--- config.mk ---
export PLATFORM = sky130hd
export DESIGN_NAME = gpio_edge_port
export DESIGN_NICKNAME = d
export VERILOG_FILES = /design/src/rtl/gpio_edge_pkg.sv /design/src/rtl/gpio_edge_sync.sv /design/src/rtl/gpio_edge_capture.sv /design/src/rtl/gpio_edge_regfile.sv /design/src/rtl/gpio_edge_port.sv
export SDC_FILE = /design/constraint.sdc
export NUM_CORES = 1
export LEC_CHECK = 0
export BUFFER_PORTS_ARGS = -buffer_cell sky130_fd_sc_hd__buf_4
export CORE_ASPECT_RATIO = 0.8
export CORE_MARGIN = 2
export CORE_UTILIZATION = 35
export CTS_CLUSTER_SIZE = 30
export DETAILED_ROUTE_END_ITERATION = 12
export GPL_TIMING_DRIVEN = 0
export REMOVE_ABC_BUFFERS = 1
export SLEW_MARGIN = 20
export SYNTH_ARGS = -nofsm -noshare
export SYNTH_HDL_FRONTEND = slang
export SYNTH_SLANG_ARGS = --single-unit
--- constraint.sdc ---
create_clock -name clk -period 3.39 [get_ports clk]
set_clock_uncertainty 0.2 [all_clocks]
set_input_delay 0.339 -clock clk [delete_from_list [all_inputs] [get_ports clk]]
set_output_delay 0.339 -clock clk [all_outputs]
set_load 0.02 [all_outputs]
--- src/rtl/gpio_edge_pkg.sv ---
package gpio_edge_pkg;

   localparam int unsigned BUS_DW = 32;
   localparam int unsigned BUS_AW = 2;

   typedef enum logic [1:0] {
      GPIO_OUT_ONLY = 2'd0,
      GPIO_IN_IRQ   = 2'd1,
      GPIO_BIDIR    = 2'd2
   } gpio_mode_e;

   typedef enum logic [BUS_AW-1:0] {
      REG_DATA = 2'd0,
      REG_DIR  = 2'd1,
      REG_MASK = 2'd2,
      REG_CAP  = 2'd3
   } gpio_reg_e;

endpackage

--- src/rtl/gpio_edge_sync.sv ---
module gpio_edge_sync #(
   parameter int unsigned WIDTH  = 8,
   parameter int unsigned STAGES = 2
) (
   input  logic             clk,
   input  logic             rst_n,
   input  logic [WIDTH-1:0] async_in,
   output logic [WIDTH-1:0] sync_out
);

   logic [WIDTH-1:0] stage_q [STAGES];

   always_ff @(posedge clk or negedge rst_n) begin
      if (!rst_n) begin
         for (int i = 0; i < STAGES; i++) stage_q[i] <= '0;
      end else begin
         stage_q[0] <= async_in;
         for (int i = 1; i < STAGES; i++) stage_q[i] <= stage_q[i-1];
      end
   end

   assign sync_out = stage_q[STAGES-1];

endmodule

--- src/rtl/gpio_edge_capture.sv ---
module gpio_edge_capture #(
   parameter int unsigned WIDTH = 8
) (
   input  logic             clk,
   input  logic             rst_n,
   input  logic [WIDTH-1:0] sync_in,
   input  logic             clr,
   input  logic [WIDTH-1:0] mask,
   output logic [WIDTH-1:0] rise,
   output logic [WIDTH-1:0] cap,
   output logic             irq
);

   logic [WIDTH-1:0] prev_q;
   logic [WIDTH-1:0] cap_q;
   logic [WIDTH-1:0] cap_d;

   assign rise = sync_in & ~prev_q;

   always_comb begin
      cap_d = cap_q;
      if (clr) cap_d = '0;
      cap_d = cap_d | rise;
   end

   always_ff @(posedge clk or negedge rst_n) begin
      if (!rst_n) begin
         prev_q <= '0;
         cap_q  <= '0;
      end else begin
         prev_q <= sync_in;
         cap_q  <= cap_d;
      end
   end

   assign cap = cap_q;
   assign irq = |(cap_q & mask);

endmodule

--- src/rtl/gpio_edge_regfile.sv ---
module gpio_edge_regfile
   import gpio_edge_pkg::*;
#(
   parameter int unsigned WIDTH = 8,
   parameter gpio_mode_e  MODE  = GPIO_BIDIR
) (
   input  logic              clk,
   input  logic              rst_n,
   input  logic              wr,
   input  logic [BUS_AW-1:0] addr,
   input  logic [WIDTH-1:0]  wdata,
   input  logic [WIDTH-1:0]  sync_in,
   input  logic [WIDTH-1:0]  cap,
   output logic [BUS_DW-1:0] rdata,
   output logic [WIDTH-1:0]  lat,
   output logic [WIDTH-1:0]  dir,
   output logic [WIDTH-1:0]  mask,
   output logic              cap_clr
);

   logic wr_data, wr_dir, wr_mask, wr_cap;

   assign wr_data = wr && (addr == REG_DATA);
   assign wr_dir  = wr && (addr == REG_DIR);
   assign wr_mask = wr && (addr == REG_MASK);
   assign wr_cap  = wr && (addr == REG_CAP);

   // output latch: meaningful in output-only and bidirectional variants
   generate
      if (MODE == GPIO_IN_IRQ) begin : g_no_lat
         assign lat = '0;
      end else begin : g_lat
         logic [WIDTH-1:0] lat_q;
         always_ff @(posedge clk or negedge rst_n) begin
            if (!rst_n)       lat_q <= '0;
            else if (wr_data) lat_q <= wdata;
         end
         assign lat = lat_q;
      end
   endgenerate

   // direction register only exists in the bidirectional variant
   generate
      if (MODE == GPIO_BIDIR) begin : g_dir
         logic [WIDTH-1:0] dir_q;
         always_ff @(posedge clk or negedge rst_n) begin
            if (!rst_n)      dir_q <= '0;
            else if (wr_dir) dir_q <= wdata;
         end
         assign dir = dir_q;
      end else begin : g_no_dir
         assign dir = '0;
      end
   endgenerate

   // interrupt enable and capture clear exist whenever pins are inputs
   generate
      if (MODE == GPIO_OUT_ONLY) begin : g_no_mask
         assign mask    = '0;
         assign cap_clr = 1'b0;
      end else begin : g_mask
         logic [WIDTH-1:0] mask_q;
         always_ff @(posedge clk or negedge rst_n) begin
            if (!rst_n)       mask_q <= '0;
            else if (wr_mask) mask_q <= wdata;
         end
         assign mask    = mask_q;
         assign cap_clr = wr_cap;
      end
   endgenerate

   logic [WIDTH-1:0] data_view;

   generate
      if (MODE == GPIO_OUT_ONLY) begin : g_view_lat
         assign data_view = lat;
      end else begin : g_view_pin
         assign data_view = sync_in;
      end
   endgenerate

   always_comb begin
      rdata = '0;
      unique case (addr)
         REG_DATA: rdata[WIDTH-1:0] = data_view;
         REG_DIR:  rdata[WIDTH-1:0] = dir;
         REG_MASK: rdata[WIDTH-1:0] = mask;
         REG_CAP:  rdata[WIDTH-1:0] = cap;
         default:  rdata = '0;
      endcase
   end

endmodule

--- src/rtl/gpio_edge_port.sv ---
module gpio_edge_port
   import gpio_edge_pkg::*;
#(
   parameter int unsigned WIDTH       = 8,
   parameter gpio_mode_e  MODE        = GPIO_BIDIR,
   parameter int unsigned SYNC_STAGES = 2
) (
   input  logic              clk,
   input  logic              rst_n,
   input  logic              bus_wr,
   input  logic [1:0]        bus_addr,
   input  logic [31:0]       bus_wdata,
   output logic [31:0]       bus_rdata,
   input  logic [WIDTH-1:0]  pin_in,
   output logic [WIDTH-1:0]  pin_out,
   output logic [WIDTH-1:0]  pin_oe,
   output logic              irq
);

   generate
      if (WIDTH < 1 || WIDTH > BUS_DW) begin : g_bad_width
         $error("gpio_edge_port: WIDTH must lie in 1..32");
      end
      if (SYNC_STAGES < 2) begin : g_bad_sync
         $error("gpio_edge_port: SYNC_STAGES must be at least 2");
      end
   endgenerate

   logic [WIDTH-1:0] sync_in;
   logic [WIDTH-1:0] rise;
   logic [WIDTH-1:0] cap_q;
   logic [WIDTH-1:0] mask_q;
   logic [WIDTH-1:0] lat;
   logic [WIDTH-1:0] dir;
   logic             cap_clr;

   generate
      if (MODE == GPIO_OUT_ONLY) begin : g_out_path
         assign sync_in = '0;
         assign rise    = '0;
         assign cap_q   = '0;
         assign irq     = 1'b0;
         assign pin_oe  = '1;
         assign pin_out = lat;
      end else begin : g_in_path
         gpio_edge_sync #(
            .WIDTH  (WIDTH),
            .STAGES (SYNC_STAGES)
         ) u_sync (
            .clk      (clk),
            .rst_n    (rst_n),
            .async_in (pin_in),
            .sync_out (sync_in)
         );

         gpio_edge_capture #(
            .WIDTH (WIDTH)
         ) u_cap (
            .clk     (clk),
            .rst_n   (rst_n),
            .sync_in (sync_in),
            .clr     (cap_clr),
            .mask    (mask_q),
            .rise    (rise),
            .cap     (cap_q),
            .irq     (irq)
         );

         if (MODE == GPIO_BIDIR) begin : g_bidir_drive
            assign pin_oe  = dir;
            assign pin_out = lat & dir;
         end else begin : g_in_drive
            assign pin_oe  = '0;
            assign pin_out = '0;
         end
      end
   endgenerate

   gpio_edge_regfile #(
      .WIDTH (WIDTH),
      .MODE  (MODE)
   ) u_regs (
      .clk     (clk),
      .rst_n   (rst_n),
      .wr      (bus_wr),
      .addr    (bus_addr),
      .wdata   (bus_wdata[WIDTH-1:0]),
      .sync_in (sync_in),
      .cap     (cap_q),
      .rdata   (bus_rdata),
      .lat     (lat),
      .dir     (dir),
      .mask    (mask_q),
      .cap_clr (cap_clr)
   );

endmodule

==> results.py <==
metrics = {
    "layout": {
        "areaGrowthSynthToFinish_pct": 22.32,
        "layout.nets": 251,
        "utilization": 0.4409,
        "diodes": 0,
        "drive_gt1_frac": 0.4106,
    },
    "routing": {
        "firstDrtPassIters": 4,
        "avgViaCountPerCell": 4.443,
        "drtAntennaViolNets": 0,
        "vias": 1293,
        "route.detailed.drc": 0,
        "drt_wl_total_mm": 3.977,
        "drtIter0Drc": 102,
        "avgRoutedWirePerCell_um": 13.67,
    },
    "global_route": {
        "overflow": 0,
        "grtUsageTotal": 0.1190,
        "grt_pass1_wl_mm": 6.451,
        "antenna_found_initial": 0,
        "first_global_vias": 1251,
        "grt_max_degree": 57,
    },
    "timing": {
        "period_minus_slack_ns": 1.965,
        "worst_hold_slack_ns": 0.07773,
        "hold_viol": 0,
        "setup_violations": 0,
        "drv_slew": 0,
        "grt_setup_unrepaired": "false",
        "worst_pin_slew_ns": 0.6941,
        "timing.final.crit_share": 0.5796,
        "fmax_mhz": 509.0,
        "finalSetupTns_ns": 0,
        "slew_headroom": 0.5372,
    },
    "place": {
        "hpwl_mm": 2.776,
        "gp_congestion": 0.7173,
        "port_buffers": 45,
    },
    "clock_network": {
        "clk_pin_slew_ns": 0.10,
        "htreeDepth": 2,
        "cts_setup_buffers": 0,
        "cts.sinks": 56,
        "clk_path_buf_depth": 2,
        "cts_hold_buf": 9,
        "insertion_delay_ns": 0.31,
        "root_buffer": "clkbuf_8",
        "cts_tree": "built",
        "cts_resized": 0,
        "cts_made_buffers": 5,
    },
    "worst_setup_path": {
        "path_delay_family": "multiplexers",
        "cpMaxStageDelayCell": "mux4_1",
        "cp_max_fo": 4,
        "arrival_ns": 1.43,
        "cp.buffers_inverters": 1,
        "cp-end-kind": "output port",
        "crit_type": "flop to output port",
        "max_stage_delay_ns": 0.53,
        "path_cells": "mux4_1, buf_4",
        "required_ns": 2.85,
        "cp-start-kind": "flop",
    },
    "synthesis": {
        "synth_warnings": 0,
        "synthCells": 148,
        "syn_avg_cell_area_um2": 15.53,
        "ys_ff_latch": 56,
        "synth-seq-area-share": 0.6097,
        "ys_types": 15,
        "syn_area_mm2": 0.002298,
    },
    "die": {
        "ioPinCount": 94,
        "die_area_mm2": 0.007235,
        "die-width_um": 94.60,
        "start_util": 0.3605,
        "rows": 26,
        "coreArea_mm2": 0.006376,
        "fp.dieH_um": 76.48,
    },
    "power_and_ir_drop": {
        "p_total_mw": 1.525,
        "cellLeakagePower_nw": 1.332,
        "peakVddDrop_mv": 0.2628,
        "power_density_mw_per_mm2": 542.4,
    },
    "run": {
        "drv_cap": 0,
    },
    "min_path": {
        "hp-class": "primary input to flop",
    },
    "run_status": {
        "status": "finished clean",
    },
}
path summary, 6_finish.rpt:
kind,end,cells past startpoint,startpoint,slack (ns)
worst min-delay path,u_regs.dir[5],2,bus_wdata[5],0.08
worst max register to register,u_regs.dir[1],1,u_regs.dir[1],2.39
worst max-delay path,bus_rdata[0],2,u_regs.dir[0],1.43
min in group asynchronous,g_in_path.u_sync.stage_q[9],2,rst_n,0.41
max in group asynchronous,u_regs.lat[4],2,rst_n,2.10
worst min register to register,g_in_path.u_sync.sync_out[0],0,g_in_path.u_sync.stage_q[8],0.15
power by group:
group / switching (mW) / total (mW) / leakage [nW] / internal [mW]
Clock: 0.208 / 0.371 / 0.0510 / 0.164
Combinational: 0.177 / 0.355 / 0.633 / 0.178
Sequential: 0.0512 / 0.798 / 0.647 / 0.747
Total: 0.436 / 1.52 / 1.33 / 1.09
flip-flops by register name, indices dropped and copies added (netlist names):
register and count:
g_in_path.u_cap.prev_q 8, u_regs.lat 8, g_in_path.u_cap.cap 8, g_in_path.u_sync.stage_q 8, u_regs.dir 8, g_in_path.u_sync.sync_out 8
u_regs.mask 8
cells in the mapped netlist, drive strengths merged:
master | instances | share of area
mux4 | 8 | 0.083
mux2 | 24 | 0.12
a22oi | 4 | 0.013
inv | 8 | 0.013
nand3 | 1 | 0.0022
and2 | 8 | 0.022
nand3b | 2 | 0.0098
buf | 26 | 0.087
nor3b | 1 | 0.0082
a22o | 8 | 0.030
nand4 | 1 | 0.0027
dfrtp | 56 | 0.61
conb | 1 | 0.0016
kinds of logic after synthesis:
| group | synth area share |
|---|---|
| mux | 0.2009 |
| flops | 0.6097 |
| simple gates | 0.04464 |
| buf+inv | 0.09962 |
| other cells | 0.001632 |
| compound gates | 0.04355 |
final cells by class:
type / instances / area (um2)
fillers: 586 / 3565
multi-input cells: 81 / 754.5
flip-flops and latches: 56 / 1401
well taps: 84 / 105.1
clock inverters: 2 / 10.01
inverters: 8 / 30.03
repair buffers: 54 / 427.9
clock buffers: 6 / 82.58
routing by layer:
metal  vias up  wire (um)  global-route usage
met4         0         35             0.03043
li1        588          -                   -
met2        52       1777              0.1660
met3         5        342             0.05242
met5         -          0                   0
met1       648       1822              0.1697
per-stage QoR:
| stage | setup slack, ns | instance area, um2 | std cells |
|---|---|---|---|
| after detailed placement | 1.493 | 2629 | 274 |
| after global routing | 1.357 | 2811 | 291 |
| after global placement | 1.505 | 2629 | 274 |
| after floorplan | 1.767 | 2186 | 145 |
| after CTS | 1.397 | 2811 | 291 |
| final | 1.425 | 2811 | 291 |
cells in the final DEF (no fill, tap or decap), types with 3 or more instances in the layout:
| cell | count |
|---|---|
| dfrtp_1 | 56 |
| buf_4 | 45 |
| mux2_2 | 24 |
| conb_1 | 24 |
| dlygate4sd3_1 | 9 |
| inv_1 | 8 |
| a22o_1 | 8 |
| and2_1 | 8 |
| clkbuf_8 | 6 |
| mux4_2 | 5 |
| a22oi_1 | 4 |
| mux4_1 | 3 |
No activity file was read; power rests on OpenSTA's default activity.
